==> config.mk <==
export PLATFORM = sky130hd
export DESIGN_NAME = cfgx_top
export DESIGN_NICKNAME = d
export VERILOG_FILES = /design/src/rtl/cfgx_pkg.sv /design/src/rtl/cfgx_decode.sv /design/src/rtl/cfgx_lane.sv /design/src/rtl/cfgx_irq_map.sv /design/src/rtl/cfgx_top.sv
export SDC_FILE = /design/constraint.sdc
export NUM_CORES = 1
export LEC_CHECK = 0
export BUFFER_PORTS_ARGS = -buffer_cell sky130_fd_sc_hd__buf_2
export CAP_MARGIN = 5
export CORE_MARGIN = 2
export CORE_UTILIZATION = 45
export DETAILED_ROUTE_END_ITERATION = 16
export PLACE_DENSITY = 0.78
export SLEW_MARGIN = 20
export SYNTH_ARGS = -nofsm -noshare
export SYNTH_HDL_FRONTEND = slang
export SYNTH_SLANG_ARGS = --single-unit
==> constraint.sdc <==
create_clock -name clk -period 2.1 [get_ports clk]
set_input_delay 0.105 -clock clk [delete_from_list [all_inputs] [get_ports clk]]
set_output_delay 0.105 -clock clk [all_outputs]
set_load 0.03 [all_outputs]
==> src/rtl/cfgx_pkg.sv <==
// Package: shared constants, access-size type and helpers for the
// configuration address translator.
// Assumes a 32-bit configuration address and a 4-byte data path.
package cfgx_pkg;

    localparam int CFG_AW   = 32;
    localparam int DATA_W   = 32;
    localparam int BE_W     = DATA_W / 8;
    localparam int IDSEL_LO = 11;   // lowest index bit used as a one-hot device select
    localparam int LINES    = 4;    // shared interrupt lines

    typedef enum logic [1:0] {
        SZ_BYTE = 2'd0,
        SZ_HALF = 2'd1,
        SZ_WORD = 2'd2,
        SZ_WRD3 = 2'd3
    } acc_size_e;

    typedef enum logic [1:0] {
        FMT_PASS  = 2'd0,
        FMT_TYPE1 = 2'd1,
        FMT_TYPE0 = 2'd2
    } idx_fmt_e;

    // Byte-count mask of an access, before lane shifting.
    function automatic logic [BE_W-1:0] size_be(input logic [1:0] sz);
        case (acc_size_e'(sz))
            SZ_BYTE: size_be = 4'b0001;
            SZ_HALF: size_be = 4'b0011;
            default: size_be = 4'b1111;
        endcase
    endfunction

    // Bring lane data down to bit 0 and keep only the bytes of the access size.
    function automatic logic [DATA_W-1:0] align_rd(input logic [DATA_W-1:0] raw,
                                                   input logic [1:0] off,
                                                   input logic [1:0] sz);
        logic [DATA_W-1:0] shifted;
        logic [DATA_W-1:0] keep;
        shifted = raw >> {off, 3'b000};
        case (acc_size_e'(sz))
            SZ_BYTE: keep = 32'h0000_00FF;
            SZ_HALF: keep = 32'h0000_FFFF;
            default: keep = 32'hFFFF_FFFF;
        endcase
        align_rd = shifted & keep;
    endfunction

endpackage

==> src/rtl/cfgx_decode.sv <==
// Module: cfgx_decode
// Turns the stored index value and the data-window offset into a
// normalised configuration address. The format is picked by index bit 31
// and bit 0. Type-0 slot numbers come from a trailing-zero scan over the
// one-hot select field. Purely combinational; the caller registers the result.
module cfgx_decode
    import cfgx_pkg::*;
(
    input  logic [CFG_AW-1:0] idx,
    input  logic [2:0]        off,
    output logic [CFG_AW-1:0] xaddr
);

    localparam int SLOT_W = 5;

    idx_fmt_e          fmt;
    logic [SLOT_W-1:0] slot;
    logic [7:0]        devfn;

    // Classify the index format from its marker bits.
    always_comb begin
        if (idx[CFG_AW-1])  fmt = FMT_PASS;
        else if (idx[0])    fmt = FMT_TYPE1;
        else                fmt = FMT_TYPE0;
    end

    // Trailing-zero priority scan: the lowest set select bit wins; none gives all ones.
    always_comb begin
        slot = '1;
        for (int k = CFG_AW - 1; k >= IDSEL_LO; k--) begin
            if (idx[k]) slot = SLOT_W'(k);
        end
    end

    // Device/function byte for the Type-0 form.
    assign devfn = {slot, idx[10:8]};

    // Assemble the translated address for the chosen format.
    always_comb begin
        case (fmt)
            FMT_PASS:  xaddr = {idx[CFG_AW-1:2], off[1:0]};
            FMT_TYPE1: xaddr = {idx[CFG_AW-1:3], off};
            default:   xaddr = {16'h0000, devfn, idx[7:3], off};
        endcase
    end

endmodule

==> src/rtl/cfgx_lane.sv <==
// Module: cfgx_lane
// Derives byte enables, a per-bit lane mask and lane-shifted write data
// from the access size and the low two offset bits (little-endian lanes).
// Enables that would fall past lane 3 are dropped.
module cfgx_lane
    import cfgx_pkg::*;
(
    input  logic [1:0]        size,
    input  logic [1:0]        off,
    input  logic [DATA_W-1:0] wdata,
    output logic [BE_W-1:0]   be,
    output logic [DATA_W-1:0] bmask,
    output logic [DATA_W-1:0] wlane
);

    logic [2*BE_W-1:0] be_wide;

    // Shift the size mask into place; truncate the overflow lanes.
    always_comb begin
        be_wide = {{BE_W{1'b0}}, size_be(size)} << off;
        be      = be_wide[BE_W-1:0];
    end

    // Expand each byte enable into eight mask bits.
    for (genvar b = 0; b < BE_W; b++) begin : g_mask
        assign bmask[8*b +: 8] = {8{be[b]}};
    end

    // Move right-aligned host data onto its byte lanes.
    assign wlane = wdata << {off, 3'b000};

endmodule

==> src/rtl/cfgx_irq_map.sv <==
// Module: cfgx_irq_map
// Rotates the four interrupt pins of each device slot onto four shared lines:
// pin p of slot number s drives line (p + s) mod 4. The wiring is fixed at
// elaboration from FIRST_SLOT; the only logic is an OR per line.
module cfgx_irq_map
    import cfgx_pkg::*;
#(
    parameter int NUM_SLOTS  = 8,
    parameter int FIRST_SLOT = 11
) (
    input  logic                    clk,
    input  logic                    rst_n,
    input  logic [NUM_SLOTS*4-1:0]  dev_int,
    output logic [LINES-1:0]        host_int
);

    localparam int NSRC = NUM_SLOTS * 4;

    for (genvar l = 0; l < LINES; l++) begin : g_line
        logic [NSRC-1:0] hit;
        for (genvar s = 0; s < NUM_SLOTS; s++) begin : g_slot
            for (genvar p = 0; p < 4; p++) begin : g_pin
                if (((p + FIRST_SLOT + s) % LINES) == l) begin : g_on
                    assign hit[s*4+p] = dev_int[s*4+p];
                end else begin : g_off
                    assign hit[s*4+p] = 1'b0;
                end
            end
        end
        // Merge every pin routed to this line.
        assign host_int[l] = |hit;
    end

    // no pin asserted means no line asserted
    p_quiet_r10: assert property (@(posedge clk) disable iff (!rst_n)
        (dev_int == '0) |-> (host_int == '0));

    // each active line needs at least one active pin
    p_count_r10: assert property (@(posedge clk) disable iff (!rst_n)
        $countones(host_int) <= $countones(dev_int));

endmodule

==> src/rtl/cfgx_top.sv <==
// Module: cfgx_top
// Configuration-access front end of a host bridge. Holds the index register,
// translates it on each data-window access, and issues one registered
// configuration request that is held until acknowledged. Also rotates the
// device interrupt pins onto the shared lines.
// Assumes the host waits for host_ack before its next request.
module cfgx_top
    import cfgx_pkg::*;
#(
    parameter int NUM_SLOTS  = 8,
    parameter int FIRST_SLOT = 11
) (
    input  logic                   clk,
    input  logic                   rst_n,
    input  logic                   host_req,
    input  logic                   host_win,
    input  logic                   host_we,
    input  logic [2:0]             host_off,
    input  logic [1:0]             host_size,
    input  logic [DATA_W-1:0]      host_wdata,
    output logic                   host_ack,
    output logic [DATA_W-1:0]      host_rdata,
    output logic                   cfg_req,
    output logic                   cfg_we,
    output logic [CFG_AW-1:0]      cfg_addr,
    output logic [BE_W-1:0]        cfg_be,
    output logic [DATA_W-1:0]      cfg_wdata,
    input  logic                   cfg_ack,
    input  logic [DATA_W-1:0]      cfg_rdata,
    input  logic [NUM_SLOTS*4-1:0] dev_int,
    output logic [LINES-1:0]       host_int
);

    typedef enum logic {ST_IDLE = 1'b0, ST_WAIT = 1'b1} state_e;

    state_e             st_q;
    logic [CFG_AW-1:0]  idx_q;
    logic               ack_q;
    logic [DATA_W-1:0]  rdata_q;
    logic               req_q;
    logic               we_q;
    logic [CFG_AW-1:0]  addr_q;
    logic [BE_W-1:0]    be_q;
    logic [DATA_W-1:0]  wdata_q;
    logic [1:0]         off_q;
    logic [1:0]         size_q;

    logic [CFG_AW-1:0]  xaddr;
    logic [BE_W-1:0]    be_w;
    logic [DATA_W-1:0]  bmask_w;
    logic [DATA_W-1:0]  wlane_w;
    logic               accept;

    cfgx_decode u_decode (
        .idx   (idx_q),
        .off   (host_off),
        .xaddr (xaddr)
    );

    cfgx_lane u_lane (
        .size  (host_size),
        .off   (host_off[1:0]),
        .wdata (host_wdata),
        .be    (be_w),
        .bmask (bmask_w),
        .wlane (wlane_w)
    );

    cfgx_irq_map #(
        .NUM_SLOTS  (NUM_SLOTS),
        .FIRST_SLOT (FIRST_SLOT)
    ) u_irq (
        .clk      (clk),
        .rst_n    (rst_n),
        .dev_int  (dev_int),
        .host_int (host_int)
    );

    // Take a host request only when idle and not in the acknowledge cycle.
    assign accept = host_req && !ack_q && (st_q == ST_IDLE);

    // Index register, transaction registers and the host handshake.
    always_ff @(posedge clk) begin
        if (!rst_n) begin
            st_q    <= ST_IDLE;
            idx_q   <= '0;
            ack_q   <= 1'b0;
            rdata_q <= '0;
            req_q   <= 1'b0;
            we_q    <= 1'b0;
            addr_q  <= '0;
            be_q    <= '0;
            wdata_q <= '0;
            off_q   <= '0;
            size_q  <= '0;
        end else begin
            ack_q <= 1'b0;
            case (st_q)
                ST_IDLE: begin
                    if (accept && !host_win) begin
                        if (host_we) idx_q <= (idx_q & ~bmask_w) | (wlane_w & bmask_w);
                        else         rdata_q <= align_rd(idx_q, host_off[1:0], host_size);
                        ack_q <= 1'b1;
                    end else if (accept) begin
                        req_q   <= 1'b1;
                        we_q    <= host_we;
                        addr_q  <= xaddr;
                        be_q    <= be_w;
                        wdata_q <= wlane_w & bmask_w;
                        off_q   <= host_off[1:0];
                        size_q  <= host_size;
                        st_q    <= ST_WAIT;
                    end
                end
                default: begin
                    if (cfg_ack) begin
                        req_q <= 1'b0;
                        ack_q <= 1'b1;
                        if (!we_q) rdata_q <= align_rd(cfg_rdata, off_q, size_q);
                        st_q  <= ST_IDLE;
                    end
                end
            endcase
        end
    end

    assign host_ack   = ack_q;
    assign host_rdata = rdata_q;
    assign cfg_req    = req_q;
    assign cfg_we     = we_q;
    assign cfg_addr   = addr_q;
    assign cfg_be     = be_q;
    assign cfg_wdata  = wdata_q;

    // reset clears the handshake outputs
    p_reset_r1: assert property (@(posedge clk)
        !rst_n |=> (!req_q && !ack_q && idx_q == '0));

    // request and its payload hold until acknowledged
    p_hold_r8: assert property (@(posedge clk) disable iff (!rst_n)
        (req_q && !cfg_ack) |=> (req_q && $stable(addr_q) && $stable(be_q)
                                 && $stable(wdata_q) && $stable(we_q)));

    // acknowledge ends the request and pulses host_ack
    p_done_r8: assert property (@(posedge clk) disable iff (!rst_n)
        (req_q && cfg_ack) |=> (!req_q && ack_q));

    // host_ack is a single-cycle pulse
    p_ack_pulse_r2: assert property (@(posedge clk) disable iff (!rst_n)
        ack_q |=> !ack_q);

    // the index cannot change while a transaction is outstanding
    p_busy_idx_r11: assert property (@(posedge clk) disable iff (!rst_n)
        (st_q == ST_WAIT) |=> $stable(idx_q));

    // every issued request enables at least one byte
    p_be_r7: assert property (@(posedge clk) disable iff (!rst_n)
        req_q |-> (be_q != '0));

    // pass-through format keeps the upper index bits
    p_pass_r3: assert property (@(posedge clk) disable iff (!rst_n)
        ($rose(req_q) && idx_q[CFG_AW-1]) |-> (addr_q[CFG_AW-1:2] == idx_q[CFG_AW-1:2]));

    // Type-0 without a select bit forces the slot field to all ones
    p_noidsel_r6: assert property (@(posedge clk) disable iff (!rst_n)
        ($rose(req_q) && idx_q[CFG_AW-1:IDSEL_LO] == '0 && !idx_q[0])
            |-> (addr_q[15:11] == 5'h1F && addr_q[CFG_AW-1:16] == '0));

endmodule

# After elaboration in Yosys (flattened, before gate mapping)

Cells that the tools add are included.
W data, S select, Z words.

Register bits: 140
Output and inout port bits: 107
Input bits: 107
Logic and storage cells: 98

Eq/ne operators: 7
Bitwise operators: 8
Shifts and indexed selects: 4
Multiplexer cells: 50
Reductions and logical operators: 18

Operator list:

| cell                 | number |
|---|---|
| $mux W32             | 13 |
| $pmux W32 S2         | 3 |
| $and A32 B32 Y32     | 4 |
| $shr A32 B5 Y32      | 2 |
| $mux W4              | 8 |
| $not A32 Y32         | 1 |
| $or A32 B32 Y32      | 1 |
| $reduce_or A8 Y1     | 4 |
| $shl A32 B5 Y32      | 1 |
| $mux W5              | 5 |
| $mux W1              | 12 |
| $mux W3              | 4 |
| $reduce_and A3 Y1    | 3 |
| $mux W2              | 4 |
| $pmux W4 S2          | 1 |
| $eq A2 B1 Y1 const B | 3 |
| $logic_not A2 Y1     | 3 |
| $ne A2 B2 Y1 const B | 3 |
| $reduce_and A4 Y1    | 1 |
| $reduce_bool A2 Y1   | 2 |
| $shl A4 B2 Y4        | 1 |
| $logic_and A1 B1 Y1  | 3 |
| $logic_not A1 Y1     | 2 |
| $ne A2 B1 Y1 const B | 1 |
| $not A1 Y1           | 2 |

# Longest topological paths before layout

Gate-level depths: netlist of the first run.

Depth after elaboration: 21
Mapped depth: 7
Depth with buffers taken out: 4

# By module

From an unflattened synthesis of the first run, not the netlist that was laid out.

Cells, all modules: 910
Area, all modules: 7,763.7 sq um

By module, submodules not included:

| module       | times used | seq. area each (sq um) | area an instance (sq um) | cells an instance |
|---|---|---|---|---|
| cfgx_top     | 1          | 2,802.7                | 6,466.2                  | 724 |
| cfgx_lane    | 1          | 0.0                    | 804.5                    | 104 |
| cfgx_decode  | 1          | 0.0                    | 427.9                    | 70 |
| cfgx_irq_map | 1          | 0.0                    | 65.1                     | 12 |

# Worst setup path before layout of the first run

Ideal clock, no wire load.

Path kind: flip-flop to flip-flop
Start point: register cfg_addr[0] (netlist name)
End point: register rdata_q[21], in the netlist host_rdata[21]
Period minus slack after synthesis: 2.138 ns
Required time: 1.984 ns
Arrival: 2.022 ns
Buffers on the path: 3
Setup time: 0.116 ns
Cell stages (with the launch flop): 7
Slack: -0.038 ns
Cells stage by stage: dfxtp_1 -> buf_2 -> buf_1 -> clkbuf_1 -> mux2i_1 -> o221ai_1 -> o211a_1

RTL lines:

| what                   | line            | source |
|---|---|---|
| end signal: assignment | cfgx_top.sv:102 | `else rdata_q <= align_rd(idx_q, host_off[1:0], host_size);` |
| end signal: assignment | cfgx_top.sv:119 | `if (!we_q) rdata_q <= align_rd(cfg_rdata, off_q, size_q);` |
| end: declaration       | cfgx_top.sv:39  | `logic [DATA_W-1:0] rdata_q;` |

# Worst setup path after layout of the first run

Start point: register ack_q, in the netlist host_ack
End point: register wdata_q[13], in the netlist cfg_wdata[13]

Word-level cells in the longest chain between the ends: 6

RTL lines:

| what                                 | line            | source |
|---|---|---|
| start: declaration                   | cfgx_top.sv:38  | `logic ack_q;` |
| start signal: assignment             | cfgx_top.sv:87  | `ack_q <= 1'b0;` |
| start signal: assignment             | cfgx_top.sv:97  | `ack_q <= 1'b0;` |
| start signal: assignment             | cfgx_top.sv:103 | `ack_q <= 1'b1;` |
| $logic_not A1 Y1 *                   | cfgx_top.sv:80  | `assign accept = host_req && !ack_q && (st_q == ST_IDLE);` |
| $logic_and A1 B1 Y1 * (2 in a row)   | cfgx_top.sv:80  |  |
| $logic_and A1 B1 Y1                  | cfgx_top.sv:100 | `if (accept && !host_win) begin` |
| $not A1 Y1 (no source line)          | -               |  |
| $reduce_and A3 Y1 (no source line) * | -               |  |
| end signal: assignment               | cfgx_top.sv:109 | `wdata_q <= wlane_w & bmask_w;` |
| end: declaration                     | cfgx_top.sv:44  | `logic [DATA_W-1:0] wdata_q;` |

Every way passes the cells marked *; elsewhere a longest branch is shown, timed or not.
A chain may end at the register's enable or synchronous reset.

==> key figures, run 1 <==
Clock network
  – Clock buffer count from CTS: 17
  – CTS Buffer Depth: 2
  – # H-tree levels: 4
  – Post CTS Setup Buffer Count: 0
  – CTS tree: built
  – Worst-path clk slew: 0.06 ns
  – Clk Latency, worst-skew pair: 0.43 ns
  – CTS sink count: about 140
  – CTS root buffer: clkbuf_16

Layout
  – Post-layout util: about three fifths
  – Ant diodes: 0
  – Share of cells above drive strength 1: 30.9%
  – Area growth syn-to-layout: 28.4%
  – Final instance area: around 0.0090 mm²
  – Nets: approximately 1100
  – Non-filler cells, final: approximately 1200

Die
  – Initial Util: 46.2%
  – Die Y-Extent: around 130 µm
  – CORE AREA: roughly 0.015 mm²
  – Cell Rows: 45
  – Ports: between 200 and 250
  – Die width: approximately 130 µm
  – Die area: 0.0166 mm²

Synth
  – Post-Syn Instances: around 770
  – FFs w/ async S/R, synth: 0%
  – Ys flop type: dfxtp_1
  – Post-synthesis sequential area ratio: between 30% and 40%
  – YS warnings: 0
  – Yosys reg bits: approximately 140
  – Syn Area/Cell: a little over 9 µm²
  – Post-synth EDFFs: 0
  – Mapped Nets: between 800 and 900
  – Cell Area, Synth: 0.00702 mm²
  – Synth unique cells: 51

Pwr
  – Peak supply drop: approximately 0.56 mV
  – Leak Pwr: just over 4 nW
  – Pwr dens: 776 mW/mm²

Timing
  – Max-slew violations: 0
  – Least-Margin Pin Slew: 1.16 ns
  – Fin crit share: 94.8%
  – Final min period: between 1.5 and 2 ns
  – Final setup margin: about 0.11 ns
  – Max Clock Freq: 502 MHz
  – RSZ-0062 raised after global routing: no
  – Final setup fails: 0
  – Max-slew headroom: between 20% and 30%
  – Hold Fails Final Rpt: 0
  – Setup TNS: 0 ns
  – Worst Clk Skew: between 0.005 and 0.006 ns

Detailed routing
  – Routed met2 length: ~10 mm
  – First drt pass iteration count: 6
  – DR WL met3: 1.79 mm
  – Met1 WL: 9.13 mm
  – Antenna Violating Nets Remaining: 0
  – Vias per inst: slightly below 6
  – Iteration-0 DRC Markers: 743
  – DRC violations left: 0
  – Total number of vias: 6779
  – Top Layer Used: met4
  – Routed len/inst: between 15 and 20 µm
  – Routed wire length: between 20 and 25 mm

Place
  – DP HPWL: between 15 and 20 mm
  – Placed inst area: 0.00832 mm²
  – Placed insts: 1123
  – Pre-CTS WS: between 0.1 and 0.15 ns
  – I/O Buffers: approximately 210
  – Final GP Congestion: between 0.9 and 1

Worst setup path
  – Largest stage delay on the critical path: 0.93 ns
  – Crit. End Element: flip-flop
  – Worst EP required: roughly 2.5 ns
  – Slowest CP cell: nor3_1
  – Data arrival, critical path: approximately 2.3 ns
  – Setup slack, reg-to-reg: between 0.1 and 0.15 ns
  – Cells along the critical path: nand4bb_4 -> nor3_1 -> a22oi_1 -> nor2b_1
  – Worst Path Max Fanout: 9
  – Critical path class: flip-flop to flip-flop
  – Critical path startpoint category: flip-flop

Run status
  – Status: completed

Global route
  – Largest net degree at the start of global routing: 70
  – Gr usage total: between 20% and 30%
  – GR Overflow Total: 0
  – First-pass GRT wire length: 33.6 mm
  – Vias in the first global route: approximately 6400
  – Antenna violations before repair: 0

Min path
  – Worst Hold Class: input pin to flip-flop

Run
  – Max Cap Viol: 0
[worst max-delay path: cells and delay by family, from the launching register on]
family / cells / cell delay, ns
and+or+nand+nor: 3 / 1.38
AOI/OAI and AO/OA: 1 / 0.16
DFF: 1 / 0.38
[report_power, final]
| group | total, W | switching [W] | internal [W] |
|---|---|---|---|
| clock | 0.00303 | 0.00121 | 0.00182 |
| sequential | 0.00282 | 0.0000941 | 0.00273 |
| combinational | 0.00113 | 0.000691 | 0.000444 |
[cell usage after synthesis, types with 2 or more instances]
cell	count	area, µm²
dfxtp_1	138	2760
o211ai_1	3	22.5
nor4_1	12	75.1
a31oi_1	9	56.3
a21oi_1	41	205
o211a_1	17	170
o21ai_1	2	10.0
a221o_1	2	20.0
buf_1	7	26.3
nand3_1	17	85.1
o221ai_1	8	70.1
a21boi_0	31	233
clkbuf_1	57	214
o21a_1	2	15.0
mux2_2	9	101
a211oi_1	4	30.0
nor2b_1	53	332
clkbuf_2	3	15.0
o2bb2ai_1	16	140
nand3b_1	2	15.0
inv_1	14	52.6
a22oi_1	33	248
nand2_1	81	304
mux2i_1	105	1050
nor3_1	5	25.0
nor2_1	14	52.6
nand2b_1	10	62.6
o21ai_0	36	180
buf_2	8	40.0
mux4_2	8	180
[path summary, 6_finish.rpt]
check,start,end,cells past startpoint
max,host_ack,cfg_wdata[13],4
min reg2reg,cfg_wdata[2],cfg_wdata[2],2
min,host_size[0],size_q[0],3
max reg2reg,host_ack,cfg_wdata[13],4
[routing by layer]
metal  vias up  GRT usage [%]
met1      3173           32.7
met5         -              0
met4         0           11.4
met2       328           42.3
li1       3199              -
met3        79           6.28
[kinds of logic (layout without fill, tap and decap cells)]
family | count (synthesis) | after routing | share of synthesized area, %
simple gates | 205 | 205 | 15.1
mux | 122 | 122 | 19.0
compound gates | 214 | 214 | 21.6
flops | 138 | 138 | 39.4
buf+inv | 89 | 297 | 4.96
[cells in the final DEF, fill, tap and decap left out, types with 12 or more instances in the layout]
cell,n
dfxtp_1,138
buf_4,25
o2bb2ai_1,16
a21oi_1,41
clkbuf_16,17
nand3_1,17
a21boi_0,31
a22oi_1,33
mux2i_1,105
inv_1,14
nor4_1,12
o211a_1,17
nor2_1,14
nor2b_1,53
buf_2,213
o21ai_0,36
nand2_1,81
[final cells by class]
cell class	count	area, µm²
fillers	1340	6190
multi-input cells	541	3950
flip-flops and latches	138	2760
repair buffers	251	1420
clock buffers	19	453
well taps	188	235
clock inverters	13	144
inverters	14	52.6
[what timing repair did]
item / in CTS / in global routing
setup endpoints to repair: 0 / 1
hold endpoints to repair: 10 / 0
hold buffers: 9 / 0
resized for setup: 0 / 1
[per-stage QoR]
stage | total power, W | hold slack, ns
floorplan | 0.00357 | 0.241
global placement | 0.00396 | 0.389
detailed placement | 0.00398 | 0.389
CTS | 0.00697 | 0.0101
global route | 0.00720 | 0.00792
finish | 0.00699 | 0.00808
(Power assumes the default switching activity.)
==> run 2: changes to the inputs <==
- CORE_ASPECT_RATIO: not set -> 1.75
==> key figures, run 2 (synthesis results as in run 1) <==
Timing
  – Fin crit share: between 90% and 100%
  – Final min period: ~1.9 ns
  – Hold Fails Final Rpt: 0
  – RSZ-0062 raised after global routing: no
  – Worst Clk Skew: 0.0126 ns
  – Max Clock Freq: between 500 and 600 MHz
  – Final setup fails: 0
  – Setup TNS: 0 ns
  – Max-slew violations: 0
  – Max-slew headroom: between 50% and 60%
  – Least-Margin Pin Slew: 0.712 ns

Global route
  – Vias in the first global route: 6700
  – GR Overflow Total: 0
  – Gr usage total: between 20% and 30%
  – Antenna violations before repair: 0
  – First-pass GRT wire length: 36.6 mm
  – Largest net degree at the start of global routing: 65

Clock network
  – Worst-path clk slew: roughly 0.05 ns
  – CTS Buffer Depth: 2
  – CTS root buffer: clkbuf_16
  – Clock buffer count from CTS: 17
  – CTS sink count: between 100 and 150
  – Clk Latency, worst-skew pair: ~0.42 ns
  – Post-cts resize count: 0
  – Post CTS Setup Buffer Count: 0
  – CTS tree: built
  – # H-tree levels: 4
  – Hold_buf cts: 9

Pwr
  – P_sw: 0.00195 W
  – Peak supply drop: just under 0.6 mV
  – P_int: approximately 0.0049 W
  – Leak Pwr: a little over 4 nW
  – Pwr dens: between 700 and 800 mW/mm²
  – Reg power frac: 40.9%
  – Clock power share: between 40% and 50%
  – Comb power frac: 16.9%
  – Sw frac: around 28%

Detailed routing
  – Antenna Violating Nets Remaining: 0
  – Routed met2 length: approximately 12 mm
  – Total number of vias: just under 7000
  – Top Layer Used: met4
  – Met1 WL: ~8.4 mm
  – Iteration-0 DRC Markers: ~620
  – DR WL met3: about 1.6 mm
  – First drt pass iteration count: 5
  – Routed wire length: 23.7 mm
  – DRC violations left: 0
  – Routed len/inst: 20.4 µm
  – Vias per inst: roughly 6

Die
  – Initial Util: between 40% and 50%
  – Die area: 0.0166 mm²
  – Die Y-Extent: approximately 170 µm
  – CORE AREA: ~0.015 mm²
  – Die width: around 98 µm
  – Cell Rows: 60
  – Ports: around 210

Worst setup path
  – Critical path startpoint category: flip-flop
  – Data arrival, critical path: 2.22 ns
  – Critical path class: flip-flop to flip-flop
  – Worst EP required: roughly 2.4 ns
  – Crit. End Element: flip-flop
  – Worst Path Max Fanout: 8

Place
  – Placed insts: 1124
  – Final GP Congestion: 0.903
  – I/O Buffers: approximately 210
  – DP HPWL: between 15 and 20 mm

Run
  – Max Cap Viol: 0

Layout
  – Non-filler cells, final: around 1200
  – Filler Cell Count: approximately 1400
  – Ant diodes: 0
  – Area growth syn-to-layout: 28.4%
  – Most frequent cells in the layout: 213 x buf_2, 138 x dfxtp_1, 105 x mux2i_1
  – Nets: around 1100
  – Share of cells above drive strength 1: between 30% and 40%
  – Most common cell after layout, fill and taps aside: buf_2

Min path
  – Worst Hold Class: input pin to flip-flop

Run status
  – Status: completed
[run 2: cell count changes in the layout (fill, tap and decap cells not counted), moves of 2 or more]
cell,before,now
clkinv_2,2,4
clkinvlp_4,4,2
buf_4,25,28
clkbuf_1,0,2
[run 2: power groups by stage]
stage               clock, W  sequential [W]  combinational [W]
floorplan                  0         0.00302           0.000545
global placement           0         0.00287            0.00112
detailed placement         0         0.00287            0.00114
CTS                  0.00295         0.00282            0.00116
global route         0.00307         0.00283            0.00124
finish               0.00291         0.00282            0.00116
[run 2: layout make-up]
| type | instances | area, µm² | share of cell area (%) |
|---|---|---|---|
| tap | 186 | 233 | 2.58 |
| clock inverter | 11 | 121 | 1.35 |
| clock buffer | 20 | 447 | 4.96 |
| timing repair buffer | 254 | 1450 | 16.1 |
| multi-input combinational | 541 | 3950 | 43.8 |
| inverter | 14 | 52.6 | 0.583 |
| sequential | 138 | 2760 | 30.7 |
[run 2: worst paths after layout]
path | from | end | slack (ns) | cells after the start
setup / recovery | host_ack | flip-flop | 0.18 | 5
hold / removal | cfg_ack | st_q | 0.02 | 3
setup reg to reg | host_ack | flip-flop | 0.18 | 5
hold reg to reg | cfg_wdata[4] | cfg_wdata[4] | 0.45 | 2
[run 2: critical path, stage by stage, from the launching register on]
cell and delay (ns):
dfxtp_1 0.31, buf_4 0.15, nor4b_1 0.46, nand3_1 0.51
mux2i_1 0.32, nor2b_1 0.06
[run 2: layer usage]
metal | up-vias | global-route usage (%)
li1 | 3182 | -
met1 | 3199 | 30.7
met2 | 364 | 51.0
met3 | 84 | 4.57
met4 | 0 | 14.5
met5 | - | 0
[run 2: per-stage QoR]
stage | area [µm²] | total power (W) | hold slack, ns | util (%) | setup WS [ns]
floorplan | 7020 | 0.00357 | 0.241 | - | 0.0421
global placement | 8350 | 0.00399 | 0.405 | 54.5 | 0.288
detailed placement | 8350 | 0.00401 | 0.411 | 54.5 | 0.225
CTS | 9010 | 0.00692 | 0.0118 | 58.8 | 0.185
global route | 9010 | 0.00714 | 0.0478 | 58.8 | 0.00269
finish | 9010 | 0.00690 | 0.0222 | 58.8 | 0.184
